===== src/rtl/pir_pkg.sv =====
package pir_pkg;

  parameter int PIR_LINES = 8;
  localparam int PIR_LW = $clog2(PIR_LINES);
  localparam int PIR_CASCADE_LINE = 2;

  typedef enum logic [2:0] {
    OP_NOP      = 3'd0,
    OP_EOI      = 3'd1,
    OP_EOI_ROT  = 3'd2,
    OP_SPEC     = 3'd3,
    OP_SPEC_ROT = 3'd4,
    OP_SET_BASE = 3'd5,
    OP_AROT_ON  = 3'd6,
    OP_AROT_OFF = 3'd7
  } pir_op_e;

  typedef struct packed {
    logic              ackTake;
    logic [PIR_LW-1:0] ackLine;
    logic              ackSetSvc;
    logic              svcClr;
    logic [PIR_LW-1:0] svcClrLine;
    logic              baseLoad;
    logic [PIR_LW-1:0] baseNew;
  } pir_strobe_t;

  // Priority number of the best set bit relative to base; PIR_LINES if empty.
  function automatic logic [PIR_LW:0] prioOf(input logic [PIR_LINES-1:0] req,
                                             input logic [PIR_LW-1:0] base);
    logic [PIR_LW:0]   p;
    logic [PIR_LW-1:0] idx;
    p = (PIR_LW+1)'(PIR_LINES);
    for (int k = PIR_LINES - 1; k >= 0; k--) begin
      idx = base + PIR_LW'(k);
      if (req[idx]) p = (PIR_LW+1)'(k);
    end
    return p;
  endfunction

endpackage


===== src/rtl/pir_datapath.sv =====
module pir_datapath
  import pir_pkg::*;
#(
  parameter logic [PIR_LINES-1:0] TRIG_WRITABLE = 8'hFC
) (
  input  logic                 clk,
  input  logic                 rst_n,
  input  logic [PIR_LINES-1:0] irqLines,
  input  logic                 maskWe,
  input  logic [PIR_LINES-1:0] maskIn,
  input  logic                 trigWe,
  input  logic [PIR_LINES-1:0] trigIn,
  input  logic                 modeSpecialMask,
  input  logic                 modeNested,
  input  logic                 isMaster,
  input  pir_strobe_t          strb,
  output logic [PIR_LINES-1:0] irrQ,
  output logic [PIR_LINES-1:0] isrQ,
  output logic [PIR_LINES-1:0] imrQ,
  output logic [PIR_LINES-1:0] trigQ,
  output logic [PIR_LW-1:0]    baseQ,
  output logic                 wantInt,
  output logic [PIR_LW-1:0]    wantLine,
  output logic                 topSvcValid,
  output logic [PIR_LW-1:0]    topSvcLine
);

  logic [PIR_LINES-1:0] lastQ;
  logic [PIR_LINES-1:0] pendReq;
  logic [PIR_LINES-1:0] svcMask;
  logic [PIR_LINES-1:0] isrNext;
  logic [PIR_LW:0]      pendPri;
  logic [PIR_LW:0]      svcPri;
  logic [PIR_LW:0]      topPri;

  // Request capture, one slice per line
  genvar gi;
  generate
    for (gi = 0; gi < PIR_LINES; gi++) begin : g_line
      always_ff @(posedge clk) begin
        if (!rst_n) begin
          lastQ[gi] <= 1'b0;
          irrQ[gi]  <= 1'b0;
        end else begin
          lastQ[gi] <= irqLines[gi];
          if (trigQ[gi]) begin
            irrQ[gi] <= irqLines[gi];
          end else if (irqLines[gi] && !lastQ[gi]) begin
            irrQ[gi] <= 1'b1;
          end else if (strb.ackTake && (strb.ackLine == PIR_LW'(gi))) begin
            irrQ[gi] <= 1'b0;
          end
        end
      end

      AST_LEVEL_FOLLOWS: assert property (@(posedge clk) disable iff (!rst_n)
        trigQ[gi] |=> (irrQ[gi] == $past(irqLines[gi])));
    end
  endgenerate

  // Configuration registers
  always_ff @(posedge clk) begin
    if (!rst_n) begin
      imrQ  <= '0;
      trigQ <= '0;
    end else begin
      if (maskWe) imrQ <= maskIn;
      if (trigWe) trigQ <= trigIn & TRIG_WRITABLE;
    end
  end

  // In-service register and priority base
  always_comb begin
    isrNext = isrQ;
    if (strb.svcClr)    isrNext[strb.svcClrLine] = 1'b0;
    if (strb.ackSetSvc) isrNext[strb.ackLine]    = 1'b1;
  end

  always_ff @(posedge clk) begin
    if (!rst_n) begin
      isrQ  <= '0;
      baseQ <= '0;
    end else begin
      isrQ <= isrNext;
      if (strb.baseLoad) baseQ <= strb.baseNew;
    end
  end

  // Resolution
  always_comb begin
    pendReq = irrQ & ~imrQ;
    pendPri = prioOf(pendReq, baseQ);
    svcMask = isrQ;
    if (modeSpecialMask) svcMask = svcMask & ~imrQ;
    if (modeNested && isMaster) svcMask[PIR_CASCADE_LINE] = 1'b0;
    svcPri   = prioOf(svcMask, baseQ);
    wantInt  = !pendPri[PIR_LW] && (pendPri < svcPri);
    wantLine = baseQ + pendPri[PIR_LW-1:0];
    topPri      = prioOf(isrQ, baseQ);
    topSvcValid = !topPri[PIR_LW];
    topSvcLine  = baseQ + topPri[PIR_LW-1:0];
  end

  AST_ACK_MARKS_SERVICE: assert property (@(posedge clk) disable iff (!rst_n)
    strb.ackSetSvc |=> isrQ[$past(strb.ackLine)]);

  AST_EOI_DROPS_ONE: assert property (@(posedge clk) disable iff (!rst_n)
    (strb.svcClr && !strb.ackSetSvc && isrQ[strb.svcClrLine])
      |=> ($countones(isrQ) == $past($countones(isrQ)) - 1));

  AST_EDGE_ACK_CLEARS: assert property (@(posedge clk) disable iff (!rst_n)
    (strb.ackTake && !trigQ[strb.ackLine] &&
     !(irqLines[strb.ackLine] && !lastQ[strb.ackLine]))
      |=> !irrQ[$past(strb.ackLine)]);

endmodule


===== src/rtl/pir_control.sv =====
module pir_control
  import pir_pkg::*;
(
  input  logic              clk,
  input  logic              rst_n,
  input  logic              modeAutoEoi,
  input  logic              cmdValid,
  input  logic [2:0]        cmdOp,
  input  logic [PIR_LW-1:0] cmdLine,
  input  logic              ackStrobe,
  input  logic              wantInt,
  input  logic [PIR_LW-1:0] wantLine,
  input  logic              topSvcValid,
  input  logic [PIR_LW-1:0] topSvcLine,
  output pir_strobe_t       strb,
  output logic              rotAeoiQ,
  output logic              intOut,
  output logic              ackValid,
  output logic [PIR_LW-1:0] ackLine
);

  pir_op_e op;

  always_comb begin
    op   = pir_op_e'(cmdOp);
    strb = '0;
    strb.ackTake   = ackStrobe && wantInt;
    strb.ackLine   = wantLine;
    strb.ackSetSvc = strb.ackTake && !modeAutoEoi;
    if (cmdValid) begin
      unique case (op)
        OP_EOI: begin
          strb.svcClr     = topSvcValid;
          strb.svcClrLine = topSvcLine;
        end
        OP_EOI_ROT: begin
          strb.svcClr     = topSvcValid;
          strb.svcClrLine = topSvcLine;
          strb.baseLoad   = topSvcValid;
          strb.baseNew    = topSvcLine + 1'b1;
        end
        OP_SPEC: begin
          strb.svcClr     = 1'b1;
          strb.svcClrLine = cmdLine;
        end
        OP_SPEC_ROT: begin
          strb.svcClr     = 1'b1;
          strb.svcClrLine = cmdLine;
          strb.baseLoad   = 1'b1;
          strb.baseNew    = cmdLine + 1'b1;
        end
        OP_SET_BASE: begin
          strb.baseLoad = 1'b1;
          strb.baseNew  = cmdLine + 1'b1;
        end
        default: ;
      endcase
    end
    if (strb.ackTake && modeAutoEoi && rotAeoiQ && !strb.baseLoad) begin
      strb.baseLoad = 1'b1;
      strb.baseNew  = wantLine + 1'b1;
    end
  end

  always_ff @(posedge clk) begin
    if (!rst_n) begin
      rotAeoiQ <= 1'b0;
      intOut   <= 1'b0;
      ackValid <= 1'b0;
      ackLine  <= '0;
    end else begin
      if (cmdValid && op == OP_AROT_ON)  rotAeoiQ <= 1'b1;
      if (cmdValid && op == OP_AROT_OFF) rotAeoiQ <= 1'b0;
      intOut   <= wantInt;
      ackValid <= strb.ackTake;
      ackLine  <= strb.ackTake ? wantLine : '0;
    end
  end

  AST_ACK_NEEDS_STROBE: assert property (@(posedge clk) disable iff (!rst_n)
    ackValid |-> $past(ackStrobe));

endmodule


===== src/rtl/prio_irq_resolver.sv =====
module prio_irq_resolver
  import pir_pkg::*;
#(
  parameter logic [PIR_LINES-1:0] TRIG_WRITABLE = 8'hFC
) (
  input  logic                 clk,
  input  logic                 rst_n,
  input  logic [PIR_LINES-1:0] irqLines,
  input  logic                 maskWe,
  input  logic [PIR_LINES-1:0] maskIn,
  input  logic                 trigWe,
  input  logic [PIR_LINES-1:0] trigIn,
  input  logic                 modeSpecialMask,
  input  logic                 modeNested,
  input  logic                 isMaster,
  input  logic                 modeAutoEoi,
  input  logic                 cmdValid,
  input  logic [2:0]           cmdOp,
  input  logic [PIR_LW-1:0]    cmdLine,
  input  logic                 ackStrobe,
  output logic                 intOut,
  output logic                 ackValid,
  output logic [PIR_LW-1:0]    ackLine,
  output logic [PIR_LINES-1:0] reqOut,
  output logic [PIR_LINES-1:0] svcOut,
  output logic [PIR_LINES-1:0] trigOut,
  output logic [PIR_LW-1:0]    baseOut
);

  pir_strobe_t          strb;
  logic [PIR_LINES-1:0] imrQ;
  logic                 wantInt;
  logic [PIR_LW-1:0]    wantLine;
  logic                 topSvcValid;
  logic [PIR_LW-1:0]    topSvcLine;
  logic                 rotAeoiQ;

  pir_datapath #(.TRIG_WRITABLE(TRIG_WRITABLE)) dp_i (
    .clk(clk), .rst_n(rst_n), .irqLines(irqLines),
    .maskWe(maskWe), .maskIn(maskIn), .trigWe(trigWe), .trigIn(trigIn),
    .modeSpecialMask(modeSpecialMask), .modeNested(modeNested), .isMaster(isMaster),
    .strb(strb), .irrQ(reqOut), .isrQ(svcOut), .imrQ(imrQ), .trigQ(trigOut),
    .baseQ(baseOut), .wantInt(wantInt), .wantLine(wantLine),
    .topSvcValid(topSvcValid), .topSvcLine(topSvcLine)
  );

  pir_control ctl_i (
    .clk(clk), .rst_n(rst_n), .modeAutoEoi(modeAutoEoi),
    .cmdValid(cmdValid), .cmdOp(cmdOp), .cmdLine(cmdLine), .ackStrobe(ackStrobe),
    .wantInt(wantInt), .wantLine(wantLine),
    .topSvcValid(topSvcValid), .topSvcLine(topSvcLine),
    .strb(strb), .rotAeoiQ(rotAeoiQ), .intOut(intOut),
    .ackValid(ackValid), .ackLine(ackLine)
  );

  AST_INT_NEEDS_PENDING: assert property (@(posedge clk) disable iff (!rst_n)
    intOut |-> $past(|(reqOut & ~imrQ)));

  AST_AEOI_ROTATES: assert property (@(posedge clk) disable iff (!rst_n)
    (ackStrobe && wantInt && modeAutoEoi && rotAeoiQ && !cmdValid)
      |=> (baseOut == $past(wantLine) + 1'b1));

  AST_ACK_IDLE_KEEPS_SVC: assert property (@(posedge clk) disable iff (!rst_n)
    (ackStrobe && !wantInt && !cmdValid) |=> $stable(svcOut));

endmodule


===== config.mk =====
export PLATFORM = sky130hd
export DESIGN_NAME = prio_irq_resolver
export DESIGN_NICKNAME = d
export VERILOG_FILES = /design/src/rtl/pir_pkg.sv /design/src/rtl/pir_datapath.sv /design/src/rtl/pir_control.sv /design/src/rtl/prio_irq_resolver.sv
export SDC_FILE = /design/constraint.sdc
export NUM_CORES = 1
export LEC_CHECK = 0
export ABC_AREA = 1
export BUFFER_PORTS_ARGS = -buffer_cell sky130_fd_sc_hd__buf_2
export CAP_MARGIN = 20
export CELL_PAD_IN_SITES_DETAIL_PLACEMENT = 0
export CELL_PAD_IN_SITES_GLOBAL_PLACEMENT = 1
export CORE_ASPECT_RATIO = 0.7
export CORE_MARGIN = 3
export CORE_UTILIZATION = 41
export DETAILED_ROUTE_END_ITERATION = 8
export HOLD_SLACK_MARGIN = 0.15
export PLACE_DENSITY = 0.9
export SLEW_MARGIN = 20
export SYNTH_ARGS = -nofsm -noshare
export SYNTH_HDL_FRONTEND = slang
export SYNTH_SLANG_ARGS = --single-unit

===== constraint.sdc =====
create_clock -name clk -period 10.78 [get_ports clk]
set_input_delay 2.695 -clock clk [delete_from_list [all_inputs] [get_ports clk]]
set_output_delay 2.695 -clock clk [all_outputs]
set_load 0.02 [all_outputs]

==> flow_summary.toml <==
[sta]
post-route-min-period_ns = 5.33
hold_violations = 0
period_share_pct = 49.4
clock_skew_ns = 0.00552
rsz0062_at_grt = "false"
slew_viol_final = 0
slew_headroom_pct = 48.7
tns_ns = 0
max_freq_ghz = 0.188
setup_viol = 0
worst_slew_pin_slew_ns = 0.768

[layout]
drive_above_1_share_pct = 14.7
fin_cells = 727
area_growth_pct = 15.7
fin_util_pct = 50.2
final_nets = 682
regArea_um2 = 941
multi_input_area_um2 = 2200
antennaDiodeCount = 0
fill_cells = 853
stdcell_area_um2 = 4070

[routing]
vias_per_cell = 5.17
vias = 3755
dr.pass1.iters = 5
drc = 0
drt_iter0_markers = 245
wire_per_inst_um = 13.8
wirelength_um = 10000
drtAntennaViolNets = 0

[yosys]
synth_simple_gate_area_share_pct = 36.5
synth_area_per_cell_um2 = 6.21
synth.top_cells.by_area = "dfxtp_1 27%, nand2_1 16%, nand3_1 12%"
synth_compound_area_share_pct = 15.9
ys_types = 39
ys_warn_count = 0
synth_seq_area_share_pct = 26.7
synth-main-ff-cell = "dfxtp_1"
async_reset_ff_share_pct = 0
syn_area_um2 = 3520
synthAdderAreaFrac_pct = 6.11
synthCells = 567
ys_top_cells_by_count = "150 x nand2_1, 82 x nand3_1, 73 x inv_1"
synth_top_family_by_area = "simple AND/OR/NAND/NOR gates"
synth_edf_count = 0
synth-xor-area-share_pct = 1.88
yosysMostFrequentCell = "nand2_1"
ys_ff_latch = 47
yosys.area.top_type_share_pct = 26.7
synthMuxAreaShare_pct = 1.99
synth_top_cell_by_area = "dfxtp_1"

[clock_network]
cts_made_buffers = 5
post_cts_resized = 0
cts_hold_buffers = 0
root_buffer = "clkbuf_16"
cts_max_level = 2
cts_sinks = 47
path_clk_slew_ns = 0.06
cts_setup_buffers = 0
clk_latency_ns = 0.29
cts.path.max_buffers = 2
cts_tree = "done"

[setup_path]
worst-path-max-fanout = 15
crit_type = "reg -> reg"
startpoint = "dp_i.baseQ[1]"
required_ns = 10.94
crit_path_start_kind = "flip-flop"
endpoint_kind = "flip-flop"
cp.arrival_ns = 5.48
r2r_start = "dp_i.baseQ[1]"

[floorplanning]
die_y_um = 83.5
core-area_um2 = 8110
initial_core_util_pct = 43.4
fp.dieArea_um2 = 9750
die_width_um = 117
rows = 27
io_pins = 72

[placed_design]
hpwl_um = 8150
io_buffers = 67
gp_routability_congestion = 0.894
place_area_um2 = 3910
dp.cells = 720

[run_status]
status = "finished clean"

[global_route]
overflow = 0
grt_pass1_vias = 3544
grt_first_pass_wirelength_um = 17100
grt_max_degree = 30
grt_usage_pct = 21.5
antenna_found_initial = 0

[worst_hold_path]
min_from = "dp_i.lastQ[1]"
min_path_type = "reg -> reg"

[job]
maxCapViolCount = 0
[state kept, by name, indices dropped and copies added, names as in the netlist, 3 cells and up]
register,cells
dp_i.lastQ,8
dp_i.imrQ,8
ctl_i.ackLine,3
dp_i.irrQ,8
dp_i.isrQ,8
dp_i.trigQ,6
dp_i.baseQ,3
[per-stage QoR]
step	setup WS, ns	hold slack [ns]
floorplan	5.77	0.399
global placement	5.33	0.406
detailed placement	5.28	0.422
CTS	5.53	0.430
global route	4.95	0.447
finish	5.45	0.429
[final timing paths]
| path | endpoint | depth (start not counted) | slack (ns) |
|---|---|---|---|
| min reg2reg | dp_i.irrQ[1] | 1 | 0.43 |
| max reg2reg | dp_i.isrQ[2] | 23 | 5.45 |
| max | dp_i.isrQ[2] | 23 | 5.45 |
| min | dp_i.irrQ[1] | 1 | 0.43 |
[metal layers]
layer,up-vias,global-route usage [%],routed length [µm]
li1,1965,-,-
met1,1647,32.7,5140
met2,131,31.3,4060
met3,12,4.28,722
met4,0,3.75,108
met5,-,0,0
[worst max-delay path, stage by stage (launching register included)]
cell and delay [ns]:
dfxtp_1 0.75, inv_1 0.50, ha_1 0.70, clkinv_1 0.39, nand2_1 0.15, o21ai_0 0.13, nand2_1 0.09, a21boi_0 0.30
a21oi_1 0.10, o21ai_0 0.15, nand2_1 0.06, a21boi_0 0.17, ha_1 0.17, inv_1 0.05, fa_1 0.36, xor2_1 0.16
or2_1 0.25, nand2_1 0.11, o21ai_1 0.12, nand2_1 0.10, nand2_1 0.06, o21ai_0 0.16, o21a_1 0.14, nor2_1 0.04
[final cells by class]
class / count / area share (%)
multi-input combinational: 424 / 54.1
sequential: 47 / 23.1
timing repair buffer: 68 / 8.42
inverter: 80 / 7.37
clock buffer: 6 / 3.16
tap: 101 / 3.10
clock inverter: 1 / 0.737
[placed cells by master, fill, tap and decap left out, types with 5 or more instances in the layout]
cell,count
nand3_1,82
clkbuf_16,5
a31oi_1,6
mux2i_1,7
inv_2,5
o21ai_0,53
buf_2,67
nor3_1,5
dfxtp_1,47
nand4_1,5
o21a_1,8
inv_1,73
nor2_1,43
ha_1,14
nand2_1,150
a21oi_1,15
[cell families (layout without fill, tap and decap cells)]
| logic type | count (synthesis) | count (layout) |
|---|---|---|
| buffers and inverters | 97 | 155 |
| xor gates and xnor gates | 5 | 5 |
| other | 1 | 2 |
| AOI/OAI and AO/OA | 97 | 97 |
| and+or+nand+nor | 297 | 297 |
| DFF | 47 | 47 |
| muxes | 7 | 7 |
| adders and majority gates | 16 | 16 |
Power is left out: the tool's default activity adds up to more than one toggle a clock period on the data nets, which glitch-free logic cannot reach.
